File: src/rtl/timer8_pkg.sv
package timer8_pkg;

    localparam int unsigned BUS_W = 8;
    localparam int unsigned EN_BIT = 4;
    localparam int unsigned MODE_LSB = 6;

    typedef enum logic {
        LOC_DATA = 1'b0,
        LOC_CTRL = 1'b1
    } loc_e;

    typedef enum logic [1:0] {
        MODE_IDLE0  = 2'b00,
        MODE_IDLE1  = 2'b01,
        MODE_TIMER  = 2'b10,
        MODE_IDLE3  = 2'b11
    } mode_e;

    typedef struct packed {
        mode_e mode;
        logic  enable;
    } ctrl_t;

    typedef struct packed {
        logic wr_data;
        logic wr_ctrl;
        logic rd_data;
    } bus_op_t;

    function automatic ctrl_t ctrl_unpack(input logic [BUS_W-1:0] d);
        ctrl_t c;
        c.mode   = mode_e'(d[MODE_LSB +: 2]);
        c.enable = d[EN_BIT];
        return c;
    endfunction

    function automatic logic [BUS_W-1:0] ctrl_pack(input ctrl_t c);
        logic [BUS_W-1:0] d;
        d = '0;
        d[MODE_LSB +: 2] = c.mode;
        d[EN_BIT] = c.enable;
        return d;
    endfunction

    function automatic logic ctrl_running(input ctrl_t c);
        return c.enable && (c.mode == MODE_TIMER);
    endfunction

endpackage

File: src/rtl/timer8_prescale.sv
module timer8_prescale #(
    parameter int unsigned DIV = 4
) (
    input  logic clk,
    input  logic rst,
    output logic tick
);
    localparam int unsigned PRE_W = (DIV > 1) ? $clog2(DIV) : 1;
    localparam logic [PRE_W-1:0] LAST = PRE_W'(DIV - 1);

    logic [PRE_W-1:0] pre_q;

    assign tick = (pre_q == LAST);

    always_ff @(posedge clk) begin
        if (rst) begin
            pre_q <= '0;
        end else if (tick) begin
            pre_q <= '0;
        end else begin
            pre_q <= pre_q + 1'b1;
        end
    end
endmodule

File: src/rtl/timer8_regs.sv
module timer8_regs
    import timer8_pkg::*;
#(
    parameter int unsigned CNT_W = 8
) (
    input  logic             clk,
    input  logic             rst,
    input  bus_op_t          op,
    input  logic [BUS_W-1:0] wdata,
    output ctrl_t            ctrl_q,
    output logic [CNT_W-1:0] preload_q,
    output logic             running
);
    always_ff @(posedge clk) begin
        if (rst) begin
            ctrl_q <= '{mode: MODE_IDLE0, enable: 1'b0};
        end else if (op.wr_ctrl) begin
            ctrl_q <= ctrl_unpack(wdata);
        end
    end

    always_ff @(posedge clk) begin
        if (rst) begin
            preload_q <= '0;
        end else if (op.wr_data) begin
            preload_q <= wdata[CNT_W-1:0];
        end
    end

    assign running = ctrl_running(ctrl_q);
endmodule

File: src/rtl/timer8_count.sv
module timer8_count #(
    parameter int unsigned CNT_W = 8
) (
    input  logic             clk,
    input  logic             rst,
    input  logic             adv,
    input  logic             seed,
    input  logic [CNT_W-1:0] seed_val,
    input  logic [CNT_W-1:0] preload,
    output logic [CNT_W-1:0] count_q,
    output logic             wrap
);
    localparam logic [CNT_W-1:0] TOP = '1;

    assign wrap = adv && (count_q == TOP);

    always_ff @(posedge clk) begin
        if (rst) begin
            count_q <= '0;
        end else if (wrap) begin
            count_q <= preload;
        end else if (adv) begin
            count_q <= count_q + 1'b1;
        end else if (seed) begin
            count_q <= seed_val;
        end
    end
endmodule

File: src/rtl/timer8_irq.sv
module timer8_irq (
    input  logic clk,
    input  logic rst,
    input  logic set,
    input  logic clr,
    output logic irq_q
);
    always_ff @(posedge clk) begin
        if (rst) begin
            irq_q <= 1'b0;
        end else if (set) begin
            irq_q <= 1'b1;
        end else if (clr) begin
            irq_q <= 1'b0;
        end
    end
endmodule

File: src/rtl/timer8_autoreload.sv
module timer8_autoreload
    import timer8_pkg::*;
#(
    parameter int unsigned CNT_W = 8,
    parameter int unsigned DIV   = 4
) (
    input  logic             clk,
    input  logic             rst,
    input  logic             acc_addr,
    input  logic             acc_wr,
    input  logic             acc_rd,
    input  logic [BUS_W-1:0] acc_wdata,
    output logic [BUS_W-1:0] acc_rdata,
    input  logic             irq_clr,
    output logic             irq
);
    loc_e             loc;
    bus_op_t          op;
    ctrl_t            ctrl_q;
    logic [CNT_W-1:0] preload_q;
    logic [CNT_W-1:0] count_q;
    logic             running;
    logic             tick;
    logic             adv;
    logic             wrap;

    assign loc        = loc_e'(acc_addr);
    assign op.wr_data = acc_wr && (loc == LOC_DATA);
    assign op.wr_ctrl = acc_wr && (loc == LOC_CTRL);
    assign op.rd_data = acc_rd && (loc == LOC_DATA);

    timer8_prescale #(.DIV(DIV)) u_pre (
        .clk  (clk),
        .rst  (rst),
        .tick (tick)
    );

    timer8_regs #(.CNT_W(CNT_W)) u_regs (
        .clk       (clk),
        .rst       (rst),
        .op        (op),
        .wdata     (acc_wdata),
        .ctrl_q    (ctrl_q),
        .preload_q (preload_q),
        .running   (running)
    );

    // a read of the count swallows a due tick
    assign adv = running && tick && !op.rd_data;

    timer8_count #(.CNT_W(CNT_W)) u_cnt (
        .clk      (clk),
        .rst      (rst),
        .adv      (adv),
        .seed     (op.wr_data && !running),
        .seed_val (acc_wdata[CNT_W-1:0]),
        .preload  (preload_q),
        .count_q  (count_q),
        .wrap     (wrap)
    );

    timer8_irq u_irq (
        .clk   (clk),
        .rst   (rst),
        .set   (wrap),
        .clr   (irq_clr),
        .irq_q (irq)
    );

    always_comb begin
        if (loc == LOC_CTRL) begin
            acc_rdata = ctrl_pack(ctrl_q);
        end else begin
            acc_rdata = BUS_W'(count_q);
        end
    end
endmodule

File: config.mk
export PLATFORM = sky130hd
export DESIGN_NAME = timer8_autoreload
export DESIGN_NICKNAME = d
export VERILOG_FILES = /design/src/rtl/timer8_pkg.sv /design/src/rtl/timer8_prescale.sv /design/src/rtl/timer8_regs.sv /design/src/rtl/timer8_count.sv /design/src/rtl/timer8_irq.sv /design/src/rtl/timer8_autoreload.sv
export SDC_FILE = /design/constraint.sdc
export NUM_CORES = 1
export LEC_CHECK = 0
export ABC_AREA = 1
export ABC_CLOCK_PERIOD_IN_PS = 1700
export CAP_MARGIN = 15
export CORE_AREA = 4 4 61 63
export DETAILED_ROUTE_END_ITERATION = 6
export DIE_AREA = 0 0 65 67
export HOLD_SLACK_MARGIN = 0.05
export PLACE_DENSITY = 0.67
export SLEW_MARGIN = 15
export SYNTH_ARGS = -nofsm -noshare
export SYNTH_HDL_FRONTEND = slang
export SYNTH_HIERARCHICAL = 1
export SYNTH_SLANG_ARGS = --single-unit
File: constraint.sdc
create_clock -name clk -period 1.7 [get_ports clk]
set_input_delay 0.34 -clock clk [delete_from_list [all_inputs] [get_ports clk]]
set_output_delay 0.34 -clock clk [all_outputs]
set_load 0.05 [all_outputs]
# After elaboration in Yosys (flattened, before gate mapping)
# Cells that the tools add are included.
# totals
ff_bits	22
input_bits	14
output_inout_bits	9
# op_classes
n_addsub	2
n_eq_ne	3
n_mux	6
bitwise_logic	1
reduce_logical	13
# ops
cell	count
8-bit 2-to-1 mux	4
8-bit by 1-bit adder with 8-bit output, second input constant	1
8-bit equality test, second input constant	1
1-bit logical AND	8
2-bit equality test, second input constant	2
3-bit nonzero test	1
2-bit by 1-bit adder with 2-bit output, second input constant	1
1-bit logical NOT	2
1-bit 2-to-1 mux	2
2-bit nonzero test	1
2-bit OR reduction	1
1-bit NOT	1

# Depth between registers and ports, before layout
# Gate-level depths: netlist of the first run.
# logic_depth
ltp_word	7
ltp_mapped	12

# Modules after synthesis
# Netlist of the first run, hierarchy kept.
# modules_own_cells
module	instances	cells_each	area_each_um2
timer8_count	1	116	676.9
timer8_regs	1	69	467.9
timer8_autoreload	1	30	122.6
timer8_prescale	1	9	75.1
timer8_irq	1	5	40.0

# Least setup slack after synthesis of the first run
# Ideal clock, no wire load.
# synth_path
kind	in2out
from	in acc_addr
to	out acc_rdata[0]
arrival_ns	1.118
t_required_ns	1.360
slack_ns	0.242
path_stages	2
path_buffers	1
path_cell_list	buf_6 -> nor2_1
# synth_via
elab_chain_cells	1
# synth_lines
item	line	text
from (decl)	timer8_autoreload.sv:9	input logic acc_addr,
8-bit 2-to-1 mux	timer8_autoreload.sv:71	if (loc == LOC_CTRL) begin
to (decl)	timer8_autoreload.sv:13	output logic [BUS_W-1:0] acc_rdata,
# Every way passes these cells.

# Final worst setup path of the first run
# layout_path
from	in acc_addr
to	out acc_rdata[3]
# Same word-level chain as after synthesis.

==> results by group, run 1 <==
Outcome
  – Status: completed

Placement
  – Post-Place Setup Slack: -214.3 ps
  – IO Port Bufs: 22
  – Placed Cells: 299
  – DP HPWL: 2426 microns
  – GPL Wtd Cong: 0.8415

Layout
  – Commonest non-fill, non-tap cell in the layout: nand2_1
  – Register area: 444.2 sq um
  – Area of the multi-input gates: 744.5 sq um
  – Nets: 275
  – Non-Filler Instances: 304
  – Area Growth Syn to Fin: 31.12%
  – Most frequent cells in the layout: 72 x nand2_1, 43 x nor2_1, 35 x inv_1, 19 x dfxtp_1
  – # diodes: 0
  – Fillers: 339
  – Layout cells sized above 1: 0.1628
  – Core Util, Final: 0.5579

Job
  – Total of max-cap violations: 0

Global route
  – Total Routing Usage GR: 0.1508
  – Largest net degree at the start of global routing: 17
  – Grt total ovfl: 0
  – Initial antenna violation count: 0
  – Global-route wire length before repair: 5175 microns
  – Vias in the first global route: 1252

Detailed routing
  – DR DRC count: 0
  – Vias: 1350
  – Final ANT Viol Nets: 0
  – Initial DRC count: 56
  – DR pass1 iterations: 4
  – Vias/cell: 4.441
  – DR WL/cell: 10.07 microns
  – WL final: 3062 microns

Timing
  – Tcrit/Tclk final: 0.9791
  – Endpoints failing setup: 0
  – Slew Viols, Final: 0
  – Post-layout minimum cycle time: 1664 ps
  – RSZ-0062 raised after global routing: true
  – Final Hold Fails: 0
  – Clk_skew: 1.287 ps
  – Worst slew margin: 0.7867
  – Fmax: 600.8 MHz
  – Final WS setup: 35.56 ps
  – Slew @ Worst Pin: 319.6 ps

Power
  – Cell Pwr Density: 628.3 mW/mm^2
  – Gate power share: 0.234
  – Psw: 0.0003258 W
  – Leak: 0.8911 nW
  – Maximum vdd ir drop: 0.3805 mV
  – Clock power share: 0.252
  – Reg power frac: 0.514
  – Internal power: 0.0008071 W
  – Sw Ratio: 0.2876
  – Overall power: 0.001133 W

Worst hold path
  – Tightest Hold Check Type: flop to flop

Clock tree
  – Level count of the clock H-tree: 1
  – Clock Path Buffers: 2
  – CTS tree: done
  – Total CTS buffers: 3
  – Clock transition at the registers of the reported paths: 120 ps
  – Clk root buf: clkbuf_4
  – CTS Sinks: 22
  – Clk_lat worst skew: 300 ps

Synth
  – Post-Syn Instances: 227
  – Post-synth net total: 243
  – Yosys Warn Count: 6
  – Area of the mapped netlist: 0.001375 sq mm
  – Mean Syn Cell Area: 6.058 sq um

Floorplan
  – Die area: 0.004355 sq mm
  – Num rows: 21
  – Die Wd: 65 microns
  – Io pins: 23
  – Initial Util: 0.4255
  – Die Height: 67 microns
  – Placeable core area: 0.003232 sq mm

Critical path
  – CP endpoint kind: output port
  – WP data arrival: 1320 ps
  – CP startpoint kind: input port
  – Req. time, crit path: 1360 ps
  – Worst-path fanout max: 11
  – Crit Path Class: input port to output port
==> through the flow <==
| stage | hold WS (ps) | TNS, ps | instance area, sq um |
|---|---|---|---|
| after global routing | 431.3 | -6.183 | 1803 |
| after floorplan | 397.3 | 0 | 1375 |
| final | 403.6 | 0 | 1803 |
| after detailed placement | 415.7 | -1714 | 1747 |
| after global placement | 412.3 | -1418 | 1747 |
| after CTS | 433.9 | 0 | 1783 |
==> repair_timing <==
action                                  in CTS  in global routing
endpoints found under the setup margin       0                 10
setup buffers                                0                  1
hold endpoints to repair                     0                  0
gates resized for setup                      0                  6
hold buffers                                 0                  0
==> worst max-delay path, stage by stage <==
cell	delay, ps
clkdlybuf4s50_1	420
buf_4	180
nor2_1	210
buf_12	170
==> final timing paths <==
kind	start	to	slack [ps]	cells after the start
worst max-delay path	acc_addr	acc_rdata[3]	40	4
worst min-delay path	u_pre/pre_q[0]$_SDFF_PP0_	u_pre/pre_q[0]$_SDFF_PP0_	400	1
worst max register to register	u_regs/ctrl_q[2]$_SDFFE_PP0P_	u_cnt/count_q[6]$_SDFFE_PP0P_	150	12
worst min register to register	u_pre/pre_q[0]$_SDFF_PP0_	u_pre/pre_q[0]$_SDFF_PP0_	400	1
==> routing by layer <==
layer | vias to the layer above | GRT usage | routed length (microns)
met3 | 4 | 0.01518 | 106
met5 | - | 0 | 0
met4 | 0 | 0.04749 | 41
li1 | 744 | - | -
met1 | 578 | 0.1888 | 1493
met2 | 24 | 0.2695 | 1420
==> power by group through the flow <==
stage / Clock (W) / Combinational (W) / Sequential [W]
after floorplan: 0 / 0.000161 / 0.000584
after global placement: 0 / 0.000264 / 0.000593
after detailed placement: 0 / 0.000265 / 0.000592
after CTS: 0.000300 / 0.000266 / 0.000581
after global routing: 0.000324 / 0.000293 / 0.000589
final: 0.000286 / 0.000265 / 0.000582
==> area by class of cell <==
class / instances / area share
Tap cell: 46 / 0.03192
Inverter: 36 / 0.07772
Clock buffer: 4 / 0.02012
Sequential cell: 22 / 0.2464
Timing Repair Buffer: 33 / 0.2110
Multi-Input combinational cell: 163 / 0.4129
==> flip-flops by register name, summed over array words and instances (netlist names) <==
name / count
u_cnt/count_q: 8
u_irq/irq_q: 1
u_pre/pre_q: 2
u_regs/ctrl_q: 3
u_regs/preload_q: 8
Note: power is estimated with default switching activity, not from simulation.
==> run 2, diff against run 1 <==
--- a/config.mk
+++ b/config.mk
@@ -8,13 +8,13 @@
 export ABC_AREA = 1
 export ABC_CLOCK_PERIOD_IN_PS = 1700
 export CAP_MARGIN = 15
-export CORE_AREA = 4 4 61 63
+export CORE_AREA = 4 4 59 61
+export CTS_BUF_LIST = sky130_fd_sc_hd__clkbuf_8
 export DETAILED_ROUTE_END_ITERATION = 6
-export DIE_AREA = 0 0 65 67
+export DIE_AREA = 0 0 63 65
 export HOLD_SLACK_MARGIN = 0.05
 export PLACE_DENSITY = 0.67
 export SLEW_MARGIN = 15
 export SYNTH_ARGS = -nofsm -noshare
 export SYNTH_HDL_FRONTEND = slang
-export SYNTH_HIERARCHICAL = 1
 export SYNTH_SLANG_ARGS = --single-unit
==> results by group, run 2 <==
Floorplan
  – Placeable core area: 0.002978 sq mm
  – Die area: 0.004095 sq mm
  – Die Height: 65 microns
  – Io pins: 23
  – Num rows: 20
  – Die Wd: 63 microns
  – Initial Util: 0.4277

Synth
  – Mean Syn Cell Area: 6.183 sq um
  – Seq cells post-synth: 22
  – Post-Syn Instances: 206
  – Async SR Flop Fraction: 0
  – Post-synth net total: 222
  – Synth area leaders: dfxtp_1 35%, nand2_1 13%, nand3_1 12%
  – Area leader, netlist: dfxtp_1
  – Post-synth top cells: 43 x nand2_1, 34 x nor2_1, 30 x inv_1, 30 x nand3_1
  – Top_reg_cell synth: dfxtp_1
  – Synth cell types: 22
  – Top cell type's share of synthesized area: 0.3458
  – Sequential element share of the synthesized area: 0.3458
  – Top-count cell post-synth: nand2_1
  – Yosys Warn Count: 0
  – Number of synthesized flops with an enable pin: 0
  – Area of the mapped netlist: 0.001274 sq mm

Clock tree
  – CTS tree: done
  – Hold Buf Count CTS: 0
  – Clock transition at the registers of the reported paths: 80 ps
  – Total CTS buffers: 3
  – Clock Path Buffers: 2
  – Clk_lat worst skew: 270 ps
  – Post-CTS Setup Inserts: 0
  – Level count of the clock H-tree: 1
  – Post-CTS sizing: 1
  – Clk root buf: clkbuf_8
  – CTS Sinks: 22

Global route
  – Initial antenna violation count: 0
  – Global-route wire length before repair: 5168 microns
  – Grt total ovfl: 0
  – Total Routing Usage GR: 0.1574
  – Largest net degree at the start of global routing: 20
  – Vias in the first global route: 1211

Layout
  – Nets: 253
  – Non-Filler Instances: 269
  – # diodes: 0
  – Most frequent cells in the layout: 43 x nand2_1, 34 x nor2_1, 30 x inv_1, 30 x nand3_1, 22 x dfxtp_1
  – Largest registers: u_cnt.count_q: 8 flops, u_regs.preload_q: 8 flops, u_regs.ctrl_q: 3 flops
  – Layout cells sized above 1: 0.1314
  – Area Growth Syn to Fin: 36.15%
  – Commonest non-fill, non-tap cell in the layout: nand2_1

Detailed routing
  – WL final: 2893 microns
  – Vias: 1279
  – DR pass1 iterations: 4
  – DR WL/cell: 10.75 microns
  – Initial DRC count: 45
  – Vias/cell: 4.755
  – Final ANT Viol Nets: 0
  – DR DRC count: 0

Timing
  – Post-layout minimum cycle time: 1600 ps
  – Final Hold Fails: 0
  – Endpoints failing setup: 0
  – Clk_skew: 6.177 ps
  – RSZ-0062 raised after global routing: false
  – Worst slew margin: 0.8067
  – Fmax: 624.8 MHz
  – Slew Viols, Final: 0
  – Slew @ Worst Pin: 289.7 ps
  – Tcrit/Tclk final: 0.9414
  – Setup_tns: 0 ps

Critical path
  – Slowest CP cell: dlygate4sd2_1
  – CP peak stage delay: 320 ps
  – CP endpoint kind: output port
  – WP data arrival: 1260 ps
  – FF-to-FF path depth: 8
  – Reg2Reg Setup Slack: 300 ps
  – Req. time, crit path: 1360 ps
  – Worst-path fanout max: 9
  – FF-to-FF End: u_cnt.count_q[7]$_SDFFE_PP0P_
  – CP startpoint kind: input port
  – Crit Path Class: input port to output port
  – Crit path cell chain: dlygate4sd2_1, buf_4, o21ai_1, buf_12
  – RR Startpoint: u_cnt.count_q[1]$_SDFFE_PP0P_

Placement
  – Placed Cells: 265
  – GPL Wtd Cong: 0.8093
  – DP HPWL: 2205 microns
  – IO Port Bufs: 22

Job
  – Total of max-cap violations: 0

Worst hold path
  – Tightest Hold Check Type: flop to flop
  – Hold Crit Start: u_pre.pre_q[0]$_SDFF_PP0_
  – Hold Crit Depth: 1
  – Hold Path End: u_pre.pre_q[0]$_SDFF_PP0_

Power
  – Cell Pwr Density: 772.2 mW/mm^2
  – Reg power frac: 0.431
  – Internal power: 0.0009914 W
  – Gate power share: 0.197
  – Leak: 0.8406 nW
  – Psw: 0.0003477 W
  – Clock power share: 0.372
  – Sw Ratio: 0.2596
  – Maximum vdd ir drop: 0.4186 mV

Outcome
  – Status: completed
[run 2: cell count changes in the layout (fill, tap and decap cells not counted), moves of 3 or more]
cell	before	now
nor2_1	43	34
dfxtp_2	3	0
o21ai_1	0	3
o21ai_0	7	21
nand2_1	72	43
nand3_1	13	30
clkbuf_4	3	0
a21oi_1	7	3
inv_1	35	30
dfxtp_1	19	22
[run 2: cell families (layout without fill, tap and decap cells)]
kind of cell,count (synthesis),after routing,synth area share
and+or+nand+nor,116,116,0.3988
buffers and inverters,38,68,0.1228
DFF,22,22,0.3458
AOI/OAI and AO/OA,27,27,0.1061
xor gates and xnor gates,1,1,0.006877
adders and majority gates,2,2,0.01964
[run 2: power by group through the flow]
stage,sequential (W),clock [W],combinational (W)
2_1_floorplan,0.000582,0,0.000148
3_3_place_gp,0.000589,0,0.000263
3_5_place_dp,0.000590,0,0.000265
4_1_cts,0.000578,0.000505,0.000266
5_1_grt,0.000584,0.000529,0.000293
6_report,0.000577,0.000498,0.000263
[run 2: per-stage QoR]
step	power (W)	hold slack, ps	utilization	setup WS (ps)	area [sq um]
2_1_floorplan	0.0007307	396.4	-	-277.8	1274
3_3_place_gp	0.0008520	409.0	0.5588	-152.1	1664
3_5_place_dp	0.0008550	418.4	0.5588	-181.6	1664
4_1_cts	0.001349	432.6	0.5824	103.6	1734
5_1_grt	0.001406	457.5	0.5824	11.94	1734
6_report	0.001339	427.0	0.5824	99.55	1734
[run 2: routing by layer]
| metal | up-vias | global-route usage | share of wire |
|---|---|---|---|
| met5 | - | 0 | 0 |
| met3 | 7 | 0.02253 | 0.037 |
| li1 | 706 | - | - |
| met4 | 0 | 0.07989 | 0.026 |
| met2 | 21 | 0.2596 | 0.44 |
| met1 | 545 | 0.1994 | 0.49 |
[run 2: worst max-delay path, delay by kind of cell]
kind	cells	cell delay, ps
buffers and inverters	3	700
AOI/OAI and AO/OA	1	220
[run 2: final cells by class]
type	instances	area, sq um
sequential	22	440.4
tap	33	41.29
clock buffer	3	41.29
fill	307	1244
clock inverter	1	30.03
multi-input combinational	146	676.9
inverter	32	120.1
timing repair buffer	32	384.1
[run 2: worst max-delay path by stage]
stage,startpoint,slack [ps],endpoint,cells after the start
after floorplan,acc_addr,-280,acc_rdata[4],2
after CTS,acc_addr,100,acc_rdata[7],4
after global routing,u_cnt.count_q[6]$_SDFFE_PP0P_,10,acc_rdata[6],4
after global placement,acc_addr,-150,u_cnt.count_q[7]$_SDFFE_PP0P_,8
final,acc_addr,100,acc_rdata[7],4
after detailed placement,acc_addr,-180,u_cnt.count_q[7]$_SDFFE_PP0P_,8
==> run 3, diff against run 2 <==
--- a/config.mk
+++ b/config.mk
@@ -6,13 +6,12 @@
 export NUM_CORES = 1
 export LEC_CHECK = 0
 export ABC_AREA = 1
-export ABC_CLOCK_PERIOD_IN_PS = 1700
+export ABC_CLOCK_PERIOD_IN_PS = 1850
 export CAP_MARGIN = 15
 export CORE_AREA = 4 4 59 61
 export CTS_BUF_LIST = sky130_fd_sc_hd__clkbuf_8
 export DETAILED_ROUTE_END_ITERATION = 6
 export DIE_AREA = 0 0 63 65
-export HOLD_SLACK_MARGIN = 0.05
 export PLACE_DENSITY = 0.67
 export SLEW_MARGIN = 15
 export SYNTH_ARGS = -nofsm -noshare
==> constraint.sdc (replaced) <==
create_clock -name clk -period 1.85 [get_ports clk]
set_input_delay 0.37 -clock clk [delete_from_list [all_inputs] [get_ports clk]]
set_output_delay 0.37 -clock clk [all_outputs]
set_load 0.05 [all_outputs]
==> results by group, run 3 (synthesized netlist as in run 2, its figures left out) <==
Critical path
  – CP peak stage delay: 800 ps
  – Worst-path fanout max: 2
  – Req. time, crit path: 1480 ps
  – Crit path buf inv count: 1
  – Crit path max-delay family: buffers and inverters
  – CP endpoint kind: output port
  – Slowest CP cell: clkdlybuf4s50_1
  – CP startpoint kind: flop
  – WP data arrival: 1390 ps
  – Crit Path Class: flop to output port
  – Crit path cell chain: clkdlybuf4s50_1

Detailed routing
  – DR DRC count: 0
  – DR pass1 iterations: 4
  – DRT met1 WL: 1486 microns
  – Met3 Routed Length: 105 microns
  – Final ANT Viol Nets: 0
  – Top sig layer: met4
  – WL final: 2951 microns
  – Vias: 1291
  – WL met2: 1308 microns
  – DR WL/cell: 11.05 microns
  – Vias/cell: 4.835
  – Initial DRC count: 55

Floorplan
  – Placeable core area: 0.002978 sq mm
  – Io pins: 23
  – Die Wd: 63 microns
  – Num rows: 20
  – Die Height: 65 microns
  – Die area: 0.004095 sq mm
  – Initial Util: 0.4277

Timing
  – Clk_skew: 3.788 ps
  – Post-layout minimum cycle time: 1760 ps
  – RSZ-0062 raised after global routing: false
  – Worst slew margin: 0.6694
  – Slew Viols, Final: 0
  – Tcrit/Tclk final: 0.9515
  – Slew @ Worst Pin: 494.3 ps
  – Worst hold slack: 423.7 ps
  – Final Hold Fails: 0
  – Endpoints failing setup: 0
  – Fmax: 568.1 MHz
  – Setup_tns: 0 ps

Layout
  – Area of the multi-input gates: 676.9 sq um
  – # diodes: 0
  – Nets: 252
  – Area Growth Syn to Fin: 35.36%
  – Largest registers: u_cnt.count_q: 8 flops, u_regs.preload_q: 8 flops, u_regs.ctrl_q: 3 flops
  – Most frequent cells in the layout: 43 x nand2_1, 34 x nor2_1, 30 x inv_1, 30 x nand3_1
  – Fillers: 297
  – Core Util, Final: 0.5790
  – Commonest non-fill, non-tap cell in the layout: nand2_1
  – Register area: 440.4 sq um
  – Layout cells sized above 1: 0.1197

Power
  – Psw: 0.0002988 W
  – Internal power: 0.0007673 W
  – Leak: 0.8268 nW
  – Reg power frac: 0.498
  – Overall power: 0.001066 W
  – Maximum vdd ir drop: 0.3854 mV
  – Cell Pwr Density: 618.3 mW/mm^2
  – Gate power share: 0.228
  – Sw Ratio: 0.2803
  – Clock power share: 0.274

Clock tree
  – Level count of the clock H-tree: 1
  – Clock Path Buffers: 2
  – CTS tree: done
  – Clock transition at the registers of the reported paths: 80 ps
  – Clk root buf: clkbuf_8
  – CTS Sinks: 22
  – Clk_lat worst skew: 260 ps
  – Total CTS buffers: 3

Global route
  – Initial antenna violation count: 0
  – Global-route wire length before repair: 5306 microns
  – Largest net degree at the start of global routing: 20
  – Vias in the first global route: 1171
  – Total Routing Usage GR: 0.1616
  – Grt total ovfl: 0

Placement
  – GPL Wtd Cong: 0.8111
  – IO Port Bufs: 22
  – DP HPWL: 2248 microns

Outcome
  – Status: completed

Worst hold path
  – Tightest Hold Check Type: flop to flop

Job
  – Total of max-cap violations: 0
==> run 3: cell types whose count changed in the layout (fill, tap and decap cells not counted) <==
| cell | previous run | this run |
|---|---|---|
| buf_4 | 10 | 6 |
| bufinv_16 | 1 | 0 |
| buf_12 | 9 | 11 |
| o21ai_1 | 3 | 2 |
| clkdlybuf4s50_1 | 12 | 13 |
| o21ai_0 | 21 | 22 |
==> run 3: metrics by stage <==
step	area, sq um	setup WS, ps	cells
3_5_place_dp	1684	-45.58	264
3_3_place_gp	1684	-24.34	264
2_1_floorplan	1274	-187.8	206
5_1_grt	1724	23.21	267
4_1_cts	1724	71.51	267
6_report	1724	89.68	267
==> run 3: what timing repair did <==
| item | CTS | global route |
|---|---|---|
| hold endpoints to repair | 0 | 0 |
| endpoints found under the setup margin | 6 | 0 |
| setup buffers | 0 | 0 |
| hold buffers | 0 | 0 |
| gates resized for setup | 1 | 0 |
==> run 3: cell type report <==
| type | count | area share |
|---|---|---|
| Multi-Input combinational cell | 146 | 0.3926 |
| Sequential cell | 22 | 0.2554 |
| Timing Repair Buffer | 31 | 0.2344 |
| Inverter | 32 | 0.06967 |
| Clock buffer | 3 | 0.02395 |
| Tap cell | 33 | 0.02395 |
==> run 3: final timing paths <==
| path | start | endpoint | slack (ps) | depth (start not counted) |
|---|---|---|---|---|
| worst min-delay path | u_pre.pre_q[0]$_SDFF_PP0_ | u_pre.pre_q[0]$_SDFF_PP0_ | 420 | 1 |
| worst max register to register | u_cnt.count_q[1]$_SDFFE_PP0P_ | u_cnt.count_q[5]$_SDFFE_PP0P_ | 370 | 7 |
| worst max-delay path | u_irq.irq_q$_SDFFE_PP0P_ | irq | 90 | 1 |
| worst min register to register | u_pre.pre_q[0]$_SDFF_PP0_ | u_pre.pre_q[0]$_SDFF_PP0_ | 420 | 1 |
==> run 3: routing by layer <==
metal	track usage	vias to the layer above
met5	0	-
met4	0.07438	0
met3	0.02253	5
met2	0.2582	25
met1	0.2148	558
li1	-	703
==> run 3: power by group through the flow <==
stage	sequential [W]	clock [W]	combinational, W
final	0.000531	0.000292	0.000243
after global routing	0.000536	0.000332	0.000272
after CTS	0.000531	0.000307	0.000245
after detailed placement	0.000541	0	0.000245
after global placement	0.000541	0	0.000242
after floorplan	0.000535	0	0.000136
